<file path="src/rtl/slow_trig_pkg.sv">
package slow_trig_pkg;
  localparam int unsigned SYNC_STAGES_DEF = 2;

  typedef struct packed {
    logic pending;
    logic xfer;
  } trig_state_t;
endpackage

</file>
<file path="src/rtl/strobe_sync.sv">
module strobe_sync #(
  parameter int unsigned STAGES = 2
) (
  input  logic clk,
  input  logic rst,
  input  logic d_i,
  output logic q_o
);
  localparam int unsigned LAST = STAGES - 1;

  logic [STAGES-1:0] chain;

  generate
    for (genvar g = 0; g < STAGES; g++) begin : g_stage
      if (g == 0) begin : g_first
        always_ff @(posedge clk or posedge rst) begin
          if (rst) chain[0] <= 1'b0;
          else     chain[0] <= d_i;
        end
      end else begin : g_rest
        always_ff @(posedge clk or posedge rst) begin
          if (rst) chain[g] <= 1'b0;
          else     chain[g] <= chain[g-1];
        end
      end
    end
  endgenerate

  assign q_o = chain[LAST];
endmodule

</file>
<file path="src/rtl/fall_detect.sv">
module fall_detect (
  input  logic clk,
  input  logic rst,
  input  logic smp_i,
  output logic fall_o
);
  logic older;

  always_ff @(posedge clk or posedge rst) begin
    if (rst) older <= 1'b0;
    else     older <= smp_i;
  end

  assign fall_o = older & ~smp_i;
endmodule

</file>
<file path="src/rtl/trig_hold.sv">
module trig_hold
  import slow_trig_pkg::*;
(
  input  logic clk,
  input  logic rst,
  input  logic req_i,
  input  logic fall_i,
  output logic pending_o,
  output logic xfer_o
);
  trig_state_t st_q, st_d;

  always_comb begin
    st_d.xfer    = fall_i & st_q.pending;
    st_d.pending = st_q.pending;
    if (fall_i) st_d.pending = 1'b0;
    if (req_i)  st_d.pending = 1'b1;
  end

  always_ff @(posedge clk or posedge rst) begin
    if (rst) st_q <= '0;
    else     st_q <= st_d;
  end

  assign pending_o = st_q.pending;
  assign xfer_o    = st_q.xfer;
endmodule

</file>
<file path="src/rtl/slow_trig_handoff.sv">
module slow_trig_handoff
  import slow_trig_pkg::*;
#(
  parameter int unsigned SYNC_STAGES = SYNC_STAGES_DEF
) (
  input  logic clk,
  input  logic rst,
  input  logic strobe_i,
  input  logic req_i,
  output logic pending_o,
  output logic xfer_o
);
  logic strobe_s;
  logic strobe_fall;

  strobe_sync #(.STAGES(SYNC_STAGES)) u_sync (
    .clk (clk),
    .rst (rst),
    .d_i (strobe_i),
    .q_o (strobe_s)
  );

  fall_detect u_fall (
    .clk    (clk),
    .rst    (rst),
    .smp_i  (strobe_s),
    .fall_o (strobe_fall)
  );

  trig_hold u_hold (
    .clk       (clk),
    .rst       (rst),
    .req_i     (req_i),
    .fall_i    (strobe_fall),
    .pending_o (pending_o),
    .xfer_o    (xfer_o)
  );
endmodule

</file>
<file path="config.mk">
export PLATFORM = sky130hd
export DESIGN_NAME = slow_trig_handoff
export DESIGN_NICKNAME = d
export VERILOG_FILES = /design/src/rtl/slow_trig_pkg.sv /design/src/rtl/strobe_sync.sv /design/src/rtl/fall_detect.sv /design/src/rtl/trig_hold.sv /design/src/rtl/slow_trig_handoff.sv
export SDC_FILE = /design/constraint.sdc
export NUM_CORES = 1
export LEC_CHECK = 0
export BUFFER_PORTS_ARGS = -buffer_cell sky130_fd_sc_hd__buf_2
export CAP_MARGIN = 20
export CORE_AREA = 2 2 39 41
export DETAILED_ROUTE_END_ITERATION = 12
export DIE_AREA = 0 0 41 43
export HOLD_SLACK_MARGIN = 0.1
export SKIP_CTS_REPAIR_TIMING = 1
export SYNTH_ARGS = -nofsm -noshare
export SYNTH_HDL_FRONTEND = slang
export SYNTH_SLANG_ARGS = --single-unit
</file>
<file path="constraint.sdc">
create_clock -name clk -period 1.8 [get_ports clk]
set_clock_uncertainty 0.05 [all_clocks]
set_input_delay 0.09 -clock clk [delete_from_list [all_inputs] [get_ports clk]]
set_output_delay 0.09 -clock clk [all_outputs]
set_load 0.05 [all_outputs]
</file>
==> impl_metrics.py <==
metrics = {
    "run_status": {
        "status": "finished, final reports clean",
    },
    "finish": {
        "fill_cells": 148,
        "utilization_pct": 18.7,
        "area_growth_pct": 64.3,
        "drive_above_1_share_pct": 40.9,
        "nets": 27,
        "fin_area_sq_um": 259,
        "n_antenna_cell": 0,
    },
    "global_route": {
        "grt_overflow": 0,
        "grt_pass1_wl_um": 407,
        "grt_pass1_vias": 120,
        "antenna_found_initial": 0,
        "grt.total_usage_pct": 4.04,
        "grt_max_degree": 6,
    },
    "logic_synthesis": {
        "synth-async-reset-ratio_pct": 100,
        "synth_cells": 10,
        "netlist.area_leader.share_pct": 79.4,
        "synthFlopType": "dfrtp_1",
        "synth.area.top_cells": "dfrtp_1, nand2b_4, a21o_1",
        "synth_nets": 14,
        "synth-edff-count": 0,
        "yosysWarnings": 0,
        "synth.most_common_cell": "dfrtp_1",
        "seq_area_frac_synth_pct": 79.4,
        "post_synth_num_cell_types": 5,
        "synth_commonest_cells": "dfrtp_1, inv_1, a21o_1, nand2b_4, nor2_1",
        "yosys.area.top_type": "dfrtp_1",
        "syn_avg_cell_area_sq_um": 15.8,
        "syn_area_sq_um": 158,
        "synth_seq_cells": 5,
    },
    "detailed_routing": {
        "dr_total_vias": 111,
        "viasPerCell": 2.92,
        "drc": 0,
        "avgRoutedWirePerCell_um": 6.55,
        "antenna_left": 0,
        "dr.first_iter.drc_count": 4,
        "wirelength_um": 249,
        "drt_first_pass_iters": 2,
    },
    "timing": {
        "rsz0062_at_grt": "false",
        "holdWs_ns": 0.240,
        "max_freq_ghz": 1.01,
        "hold_viol": 0,
        "slew_headroom_pct": 83.5,
        "worstMarginPinSlew_ns": 0.250,
        "tns_ns": 0,
        "slew_violations": 0,
        "period_share_pct": 55.2,
        "finalSetupViolCount": 0,
        "period_needed_ns": 0.993,
    },
    "worst_setup_path": {
        "crit_fanout": 3,
        "required_ns": 1.66,
        "crit_type": "reg2out",
        "r2r_cells": 2,
        "rrSetupSlack_ns": 0.98,
        "crit_slowest_cell": "dfrtp_1",
        "crit_arrival_ns": 0.85,
        "crit_buf_inv": 1,
        "cp-start-kind": "register",
        "r2r_start": "u_sync.q_o$_DFF_PP0_",
        "regToRegEndpoint": "u_hold.pending_o$_DFFE_PP0P_",
        "crit_path_start": "u_hold.pending_o$_DFFE_PP0P_",
        "cp_top_family": "flip-flops",
        "cp-end-kind": "output port",
        "max_stage_delay_ns": 0.35,
        "cp_cell_sequence": "buf_2",
    },
    "clock_tree": {
        "cts_buffers": 3,
        "htree_levels": 1,
        "cts_tree": "built",
        "clock_latency_ns": 0.24,
        "clockRootBuffer": "clkbuf_4",
        "cts.sinks": 5,
        "path_clk_slew_ns": 0.04,
        "cts_buffer_depth": 2,
    },
    "placed_design": {
        "dpl-instance-area_sq_um": 203,
        "finalWeightedCongestion": 0.551,
        "portBuffers": 5,
    },
    "floorplan": {
        "die_area_sq_um": 1760,
        "die_h_um": 43,
        "coreArea_sq_um": 1380,
        "ioPinCount": 6,
        "row_count": 14,
        "initial_core_util_pct": 11.4,
        "die_x_um": 41,
    },
    "worst_hold_path": {
        "worstHoldPathType": "in2async",
    },
    "power_and_ir_drop": {
        "leakage_nw": 0.134,
        "powerDensity_nw_per_um2": 1070,
        "irDropWorstVdd_v": 0.000427,
        "p_total_uw": 277,
    },
    "flow_run": {
        "drv_cap": 0,
    },
}
## cells by family after synthesis
family                 after synthesis  share of synthesized area (%)
flip-flops                           5                           79.4
AO/OA/AOI/OAI                        1                           4.76
buffers and inverters                2                           4.76
AND/OR/NAND/NOR                      2                           11.1
## cells in the final DEF (no fill, tap or decap)
master,count
dfrtp_1,5
clkbuf_4,3
buf_2,5
clkbuf_1,1
nor2_1,1
a21o_1,1
inv_1,2
nand2b_4,1
dlygate4sd3_1,3
## state kept, by name, summed over array words and instances, names as in the netlist
name and cells:
u_hold.xfer_o 1, u_sync.q_o 1, u_hold.pending_o 1, u_fall.older 1
u_sync.chain 1
## power by group
part | internal (mW) | total (mW) | switching (mW)
combinational | 0.0116 | 0.0276 | 0.0160
clock | 0.0837 | 0.128 | 0.0441
sequential | 0.119 | 0.122 | 0.00283
## layout make-up
cell class | instances | area (sq um) | area share [%]
inverter | 2 | 7.51 | 2.90
timing repair buffer | 8 | 55.1 | 21.3
sequential | 5 | 125 | 48.3
clock buffer | 4 | 26.3 | 10.1
multi-input combinational | 3 | 25.0 | 9.66
tap | 16 | 20.0 | 7.73
## metrics by stage
| step | instances | setup WS (ns) |
|---|---|---|
| after floorplan | 10 | 0.863 |
| after global placement | 31 | 0.983 |
| after detailed placement | 31 | 0.979 |
| after CTS | 35 | 0.786 |
| after global routing | 38 | 0.752 |
| final | 38 | 0.807 |
## worst max path at each step
stage	endpoint	slack [ns]	depth (start not counted)
floorplan	u_hold.pending_o$_DFFE_PP0P_	0.86	1
global placement	u_hold.pending_o$_DFFE_PP0P_	0.98	2
detailed placement	u_hold.pending_o$_DFFE_PP0P_	0.98	2
CTS	pending_o	0.79	1
global route	pending_o	0.75	1
finish	pending_o	0.81	1
## routing by layer
layer	wire length (um)	global-route usage [%]	share of wire (%)
met1	77	3.29	31
met2	111	4.69	45
met3	60	6.28	24
met4	0	2.00	0
met5	0	0	0
Power figures use the tool's default switching activity.
